`src/rtl/stbuf_pkg.sv`:
```
package stbuf_pkg;

   typedef enum logic {
      REQ_READ  = 1'b0,
      REQ_WRITE = 1'b1
   } req_kind_e;

endpackage

```
`src/rtl/stbuf_queue.sv`:
```
// Ordered store queue with a full-width address probe over every live slot.
module stbuf_queue #(
   parameter int ADDR_W = 32,
   parameter int DATA_W = 32,
   parameter int DEPTH  = 4
) (
   input  logic              clk,
   input  logic              rst,
   input  logic              push,
   input  logic [ADDR_W-1:0] push_addr,
   input  logic [DATA_W-1:0] push_data,
   input  logic              pop,
   input  logic [ADDR_W-1:0] probe_addr,
   output logic [ADDR_W-1:0] head_addr,
   output logic [DATA_W-1:0] head_data,
   output logic              full,
   output logic              empty,
   output logic              probe_hit
);

   localparam int PTR_W = (DEPTH > 1) ? $clog2(DEPTH) : 1;
   localparam int CNT_W = $clog2(DEPTH + 1);
   localparam bit POW2  = (DEPTH & (DEPTH - 1)) == 0;
   localparam logic [CNT_W-1:0] CNT_FULL = CNT_W'(DEPTH);
   localparam logic [PTR_W-1:0] PTR_LAST = PTR_W'(DEPTH - 1);

   logic [PTR_W-1:0] head_q, tail_q, head_nx, tail_nx;
   logic [CNT_W-1:0] count_q;
   logic [ADDR_W-1:0] ent_addr [DEPTH];
   logic [DATA_W-1:0] ent_data [DEPTH];
   logic [DEPTH-1:0]  live_vec;
   logic [DEPTH-1:0]  hit_vec;

   // Pointer advance: free wrap for power-of-two depths, compare otherwise.
   if (POW2) begin : g_wrap_free
      assign head_nx = head_q + PTR_W'(1);
      assign tail_nx = tail_q + PTR_W'(1);
   end else begin : g_wrap_cmp
      assign head_nx = (head_q == PTR_LAST) ? '0 : head_q + PTR_W'(1);
      assign tail_nx = (tail_q == PTR_LAST) ? '0 : tail_q + PTR_W'(1);
   end

   always_ff @(posedge clk) begin
      if (rst) begin
         head_q  <= '0;
         tail_q  <= '0;
         count_q <= '0;
      end else begin
         if (push) tail_q <= tail_nx;
         if (pop)  head_q <= head_nx;
         case ({push, pop})
            2'b10:   count_q <= count_q + CNT_W'(1);
            2'b01:   count_q <= count_q - CNT_W'(1);
            default: count_q <= count_q;
         endcase
      end
   end

   for (genvar gi = 0; gi < DEPTH; gi++) begin : g_slot
      localparam logic [PTR_W-1:0] SLOT = PTR_W'(gi);
      logic              live_r;
      logic [ADDR_W-1:0] addr_r;
      logic [DATA_W-1:0] data_r;

      always_ff @(posedge clk) begin
         if (rst)                           live_r <= 1'b0;
         else if (push && tail_q == SLOT)   live_r <= 1'b1;
         else if (pop && head_q == SLOT)    live_r <= 1'b0;
      end

      always_ff @(posedge clk) begin
         if (push && tail_q == SLOT) begin
            addr_r <= push_addr;
            data_r <= push_data;
         end
      end

      assign ent_addr[gi] = addr_r;
      assign ent_data[gi] = data_r;
      assign live_vec[gi] = live_r;
      assign hit_vec[gi]  = live_r && (addr_r == probe_addr);
   end

   assign head_addr = ent_addr[head_q];
   assign head_data = ent_data[head_q];
   assign full      = (count_q == CNT_FULL);
   assign empty     = (count_q == '0);
   assign probe_hit = |hit_vec;

   // occupancy never passes the configured depth
   assert_count_bound_R1: assert property (@(posedge clk) disable iff (rst)
      count_q <= CNT_FULL);

   // a slot is released only when something is pending
   assert_no_underflow_R5: assert property (@(posedge clk) disable iff (rst)
      pop |-> !empty);

   // live slots agree with the occupancy behind the empty flag
   assert_live_tally_R7: assert property (@(posedge clk) disable iff (rst)
      $countones(live_vec) == int'(count_q));

   // the oldest pending store always sits at the head slot
   assert_head_live_R2: assert property (@(posedge clk) disable iff (rst)
      !empty |-> live_vec[head_q]);

endmodule

```
`src/rtl/stbuf_port.sv`:
```
// Single-request memory port: load-first arbitration and request register.
module stbuf_port
   import stbuf_pkg::*;
#(
   parameter int ADDR_W = 32,
   parameter int DATA_W = 32
) (
   input  logic              clk,
   input  logic              rst,
   input  logic              ld_valid,
   input  logic [ADDR_W-1:0] ld_addr,
   input  logic              ld_hit,
   output logic              ld_ready,
   output logic              ld_rvalid,
   output logic [DATA_W-1:0] ld_rdata,
   input  logic              st_pending,
   input  logic [ADDR_W-1:0] head_addr,
   input  logic [DATA_W-1:0] head_data,
   output logic              pop,
   output logic              mem_req_valid,
   output logic              mem_req_write,
   output logic [ADDR_W-1:0] mem_req_addr,
   output logic [DATA_W-1:0] mem_req_wdata,
   input  logic              mem_ack,
   input  logic [DATA_W-1:0] mem_rdata
);

   logic              busy_q;
   req_kind_e         kind_q;
   logic [ADDR_W-1:0] addr_q;
   logic [DATA_W-1:0] wdata_q;
   logic              ld_go, st_go, done;

   assign ld_ready = !busy_q && !ld_hit;
   assign ld_go    = ld_valid && ld_ready;
   assign st_go    = !busy_q && !ld_go && st_pending;
   assign done     = busy_q && mem_ack;

   always_ff @(posedge clk) begin
      if (rst) begin
         busy_q  <= 1'b0;
         kind_q  <= REQ_READ;
         addr_q  <= '0;
         wdata_q <= '0;
      end else if (busy_q) begin
         if (mem_ack) busy_q <= 1'b0;
      end else if (ld_go) begin
         busy_q <= 1'b1;
         kind_q <= REQ_READ;
         addr_q <= ld_addr;
      end else if (st_go) begin
         busy_q  <= 1'b1;
         kind_q  <= REQ_WRITE;
         addr_q  <= head_addr;
         wdata_q <= head_data;
      end
   end

   assign mem_req_valid = busy_q;
   assign mem_req_write = (kind_q == REQ_WRITE);
   assign mem_req_addr  = addr_q;
   assign mem_req_wdata = wdata_q;
   assign pop           = done && (kind_q == REQ_WRITE);
   assign ld_rvalid     = done && (kind_q == REQ_READ);
   assign ld_rdata      = ld_rvalid ? mem_rdata : '0;

   // a request holds still until memory acknowledges it
   assert_req_hold_R5: assert property (@(posedge clk) disable iff (rst)
      (mem_req_valid && !mem_ack) |=> (mem_req_valid && $stable(mem_req_write)
         && $stable(mem_req_addr) && $stable(mem_req_wdata)));

   // a clear load beats the oldest store for an idle port
   assert_load_first_R3: assert property (@(posedge clk) disable iff (rst)
      (!mem_req_valid && ld_valid && !ld_hit && st_pending) |=>
         (mem_req_valid && !mem_req_write));

   // a read never starts for an address that was pending
   assert_no_bypass_hit_R4: assert property (@(posedge clk) disable iff (rst)
      ($rose(mem_req_valid) && !mem_req_write) |-> $past(ld_valid && !ld_hit));

   // load data strobe lasts a single cycle
   assert_pulse_R6: assert property (@(posedge clk) disable iff (rst)
      ld_rvalid |=> !ld_rvalid);

   // no new load while a request is in flight
   assert_one_req_R6: assert property (@(posedge clk) disable iff (rst)
      mem_req_valid |-> !ld_ready);

endmodule

```
`src/rtl/stbuf_bypass.sv`:
```
// Store buffer with load bypass: top level.
module stbuf_bypass #(
   parameter int ADDR_W = 32,
   parameter int DATA_W = 32,
   parameter int DEPTH  = 4
) (
   input  logic              clk,
   input  logic              rst,
   input  logic              st_valid,
   output logic              st_ready,
   input  logic [ADDR_W-1:0] st_addr,
   input  logic [DATA_W-1:0] st_data,
   input  logic              ld_valid,
   output logic              ld_ready,
   input  logic [ADDR_W-1:0] ld_addr,
   output logic              ld_rvalid,
   output logic [DATA_W-1:0] ld_rdata,
   output logic              mem_req_valid,
   output logic              mem_req_write,
   output logic [ADDR_W-1:0] mem_req_addr,
   output logic [DATA_W-1:0] mem_req_wdata,
   input  logic              mem_ack,
   input  logic [DATA_W-1:0] mem_rdata,
   output logic              sb_empty
);

   if (DEPTH < 2) begin : g_bad_depth
      $error("stbuf_bypass: DEPTH must be at least 2");
   end
   if (ADDR_W < 1 || DATA_W < 1) begin : g_bad_width
      $error("stbuf_bypass: ADDR_W and DATA_W must be positive");
   end

   logic              q_full, q_empty, q_hit, q_push, q_pop;
   logic [ADDR_W-1:0] q_head_addr;
   logic [DATA_W-1:0] q_head_data;

   assign st_ready = !q_full;
   assign q_push   = st_valid && !q_full;
   assign sb_empty = q_empty;

   stbuf_queue #(
      .ADDR_W (ADDR_W),
      .DATA_W (DATA_W),
      .DEPTH  (DEPTH)
   ) u_queue (
      .clk        (clk),
      .rst        (rst),
      .push       (q_push),
      .push_addr  (st_addr),
      .push_data  (st_data),
      .pop        (q_pop),
      .probe_addr (ld_addr),
      .head_addr  (q_head_addr),
      .head_data  (q_head_data),
      .full       (q_full),
      .empty      (q_empty),
      .probe_hit  (q_hit)
   );

   stbuf_port #(
      .ADDR_W (ADDR_W),
      .DATA_W (DATA_W)
   ) u_port (
      .clk           (clk),
      .rst           (rst),
      .ld_valid      (ld_valid),
      .ld_addr       (ld_addr),
      .ld_hit        (q_hit),
      .ld_ready      (ld_ready),
      .ld_rvalid     (ld_rvalid),
      .ld_rdata      (ld_rdata),
      .st_pending    (!q_empty),
      .head_addr     (q_head_addr),
      .head_data     (q_head_data),
      .pop           (q_pop),
      .mem_req_valid (mem_req_valid),
      .mem_req_write (mem_req_write),
      .mem_req_addr  (mem_req_addr),
      .mem_req_wdata (mem_req_wdata),
      .mem_ack       (mem_ack),
      .mem_rdata     (mem_rdata)
   );

   // a write in flight means a store is still pending
   assert_empty_write_R7: assert property (@(posedge clk) disable iff (rst)
      (mem_req_valid && mem_req_write) |-> !sb_empty);

   // reset leaves the port idle and the buffer empty
   assert_reset_drop_R8: assert property (@(posedge clk)
      rst |=> (!mem_req_valid && sb_empty && st_ready));

endmodule

```
`config.mk`:
```
export PLATFORM = sky130hd
export DESIGN_NAME = stbuf_bypass
export DESIGN_NICKNAME = d
export VERILOG_FILES = /design/src/rtl/stbuf_pkg.sv /design/src/rtl/stbuf_queue.sv /design/src/rtl/stbuf_port.sv /design/src/rtl/stbuf_bypass.sv
export SDC_FILE = /design/constraint.sdc
export NUM_CORES = 1
export LEC_CHECK = 0
export CAP_MARGIN = 20
export CORE_MARGIN = 1
export CORE_UTILIZATION = 56
export CTS_BUF_LIST = sky130_fd_sc_hd__clkbuf_4
export DETAILED_ROUTE_END_ITERATION = 10
export GPL_TIMING_DRIVEN = 0
export PLACE_DENSITY = 0.85
export SLEW_MARGIN = 0
export SYNTH_ARGS = -nofsm -noshare
export SYNTH_HDL_FRONTEND = slang
export SYNTH_SLANG_ARGS = --single-unit
```
`constraint.sdc`:
```
create_clock -name clk -period 2.8 [get_ports clk]
set_input_delay 0.56 -clock clk [delete_from_list [all_inputs] [get_ports clk]]
set_output_delay 0.56 -clock clk [all_outputs]
set_load 0.005 [all_outputs]
```
==> results.ini <==
[outcome]
outcome = finished, violations left
violations = negative setup slack

[worst_setup_path]
crit_chain = xor2_2 > nor4_2 > nand3_1 > or4_4 > nand4_4 > inv_2 > buf_6
arrival_ps = 2660
max_stage_delay_ps = 570
critical-path-slowest-cell = or4_4
cp-start-kind = register
critPathMaxFanout = 3
cp-end-kind = primary output
worstPathRequired_ps = 2240
crit_type = register to primary output
crit_family = simple AND/OR/NAND/NOR gates
path_buf_inv = 2

[yosys]
netlist_instances = 946
syn_area_um2 = 14500
synth_fp_nets = 1089
ys_async_sr_fraction_pct = 0
synth-edff-count = 256
ys_ff_latch = 333
synthAdderAreaFrac_pct = 0.915
synth_area_per_cell_um2 = 15.3
yosysWarnings = 0
synthMuxAreaShare_pct = 14.4
synth-simple-area-share_pct = 6.15
synth_top_family_by_area = multiplexers
yosysSeqAreaShare_pct = 63.6
synth_cell_type_count = 34
ys.flop_type = edfxtp_1
synth_compound_gate_area_share_pct = 3.95
yosys.area_share.xor_xnor_pct = 7.97

[cells_and_area]
fill_cells = 1600
fin_nets = 1386
layout-drive-gt1-share_pct = 21.5
multi_input_comb_area_um2 = 4950
final_area_um2 = 18400
instances_no_fill = 1649
syn_to_final_growth_pct = 27.2
seq_area_um2 = 9230

[floorplanning]
start_util_pct = 57.3
std_cell_rows = 58
io_pins = 235
die-area_um2 = 26500
core_um2 = 25300
die_h_um = 163
fp.dieW_um = 163

[placement]
dp_hpwl_um = 25900
gp_congestion = 0.975
dpl_cell_area_um2 = 17100
placed_cells = 1482
io_buffers = 202

[sta]
rsz0062_at_grt = true
skew_ps = 35.7
hold_viol = 0
fin_ws_ps = -416
max_freq_mhz = 311
maxSlewHeadroom_pct = 32.8
finalSetupViolations = 1
post-route-period-util_pct = 115
worst_slew_pin_slew_ps = 1010
slew_violations = 0
min_period_ps = 3220
hold_slack_ps = 161

[detailed_routing]
vias = 9571
drc = 0
wirelength_um = 37500
maxUsedRoutingLayer = met5
met1Wirelength_um = 14200
route.met2.wl_um = 18100
firstDrtPassIters = 5
via_per_inst = 5.80
wl_per_cell_um = 22.8
drt-initial-drc-count = 880
met3_length_um = 4230
postRouteAntennaNets = 0

[power_and_ir_drop]
clockPowerShare_pct = 37.4
seqPwrFrac_pct = 47.8
power_leakage_nw = 6.53
switchingPower_mw = 3.04
switching_share_pct = 25.0
p_int_mw = 9.14
p_per_area_nw_per_um2 = 661
combPwrFrac_pct = 14.8
irDropWorstVdd_v = 0.000386

[clock_network]
cts_max_path_buffers = 3
clock-sinks = 333
cts_made_buffers = 85
htree_levels = 3
hold_buffers = 0
cts_tree = yes
clock_latency_ps = 700
root_buffer = clkbuf_4
path_clk_slew_ps = 60

[global_route]
grt_pass1_vias = 9620
gr-total-overflow = 0
grt_pass1_wl_um = 55400
antenna_found_initial = 5
grt_max_degree = 44
track_usage_pct = 28.7

[flow_run]
maxCapViolations = 0

[hold_path]
hold_class = input port to register

sequential cells by signal (all words and copies together) (netlist names):
register / count
u_port.mem_req_addr: 32
u_port.mem_req_valid: 1
u_port.mem_req_wdata: 32
u_port.mem_req_write: 1
u_queue.count_q: 3
u_queue.g_slot.addr_r: 128
u_queue.g_slot.data_r: 128
u_queue.g_slot.live_r: 4
u_queue.head_q: 2
u_queue.tail_q: 2
synth_stat cells (all sizes together) (13+ instances only):
library cell  number  area (um2)
edfxtp           256        7690
xor2              87         762
dfxtp             77        1540
nand2             73         282
mux2i             64         641
mux4              64        1440
xnor2             45         394
clkbuf            42         158
buf               38         238
o21ai             35         186
and2              33         206
o311a             32         320
nor4              20         125
nor2              15        58.8
nand4             13        96.3
placed cells by master, fill, tap and decap left out, drive strengths merged, types with 5 or more instances in the layout:
| cell | instances |
|---|---|
| xor2 | 87 |
| clkbuf | 168 |
| diode | 5 |
| nand2 | 73 |
| and2 | 33 |
| bufinv | 5 |
| ha | 9 |
| edfxtp | 256 |
| nand3 | 5 |
| and3 | 6 |
| clkinv | 22 |
| nor2 | 15 |
| nand4 | 13 |
| nor4 | 20 |
| clkdlybuf4s50 | 201 |
| o311a | 32 |
| nor3 | 5 |
| dfxtp | 77 |
| inv | 12 |
| mux4 | 64 |
| a21oi | 8 |
| mux2i | 64 |
| xnor2 | 45 |
| o21ai | 35 |
| buf | 50 |
power groups by stage:
stage          Clock, mW  Sequential (mW)  Combinational [mW]
6_report            4.56             5.82                1.80
5_1_grt             4.88             5.84                1.92
4_1_cts             4.60             5.81                1.78
3_5_place_dp           0             5.92                1.75
3_3_place_gp           0             5.92                1.68
2_1_floorplan          0             5.90               0.895
logic make-up after synthesis:
kind of cell,Yosys count
muxes,128
xor gates and xnor gates,132
adders and majority gates,10
DFF,333
and+or+nand+nor,174
AOI/OAI and AO/OA,78
buffers and inverters,91
area by class of cell:
| type | instances | area share, % |
|---|---|---|
| Buffer | 79 | 2.18 |
| Inverter | 11 | 0.224 |
| Sequential cell | 333 | 50.1 |
| Multi-Input combinational cell | 522 | 26.9 |
| Tap cell | 330 | 2.24 |
| Antenna cell | 5 | 0.0678 |
| Timing Repair Buffer | 211 | 11.7 |
| Clock inverter | 29 | 1.38 |
| Clock buffer | 129 | 5.25 |
metrics by stage:
step	utilization, %	worst slack, ps	TNS, ps	total power, mW
final	72.8	-416	-416	12.2
after global routing	72.8	-479	-479	12.6
after CTS	72.6	-413	-413	12.2
after detailed placement	67.4	-654	-19870	7.66
after global placement	66.9	-1540	-401140	7.61
after floorplan	-	196	0	6.79
routing by layer:
metal	vias up	global-route usage, %
met5	-	0
met4	2	11.0
met2	579	45.8
li1	4212	-
met3	81	8.73
met1	4697	36.9
final timing paths:
| kind | start | to | slack [ps] | depth (start not counted) |
|---|---|---|---|---|
| setup / recovery | u_queue.g_slot[1].addr_r[10] | ld_ready | -420 | 7 |
| hold / removal | ld_addr[0] | u_port.mem_req_addr[0] | 160 | 2 |
| setup reg to reg | u_queue.g_slot[1].addr_r[10] | u_port.mem_req_addr[11] | 110 | 9 |
| hold reg to reg | u_port.mem_req_wdata[19] | u_port.mem_req_wdata[19] | 460 | 2 |
repair_timing:
item | in CTS | in global routing
setup buffers | 5 | 0
pin swaps | 18 | 6
resized for setup | 22 | 11
endpoints found under the setup margin | 35 | 26
worst register-to-register path, stage by stage (launching register included):
cell,delay (ps)
edfxtp_1,430
xor2_2,210
nor4_2,310
nand3_1,160
or4_4,570
nand4_4,130
buf_4,200
buf_2,290
o21ai_0,140
o311a_1,160
Note: power is estimated with default switching activity, not from simulation.
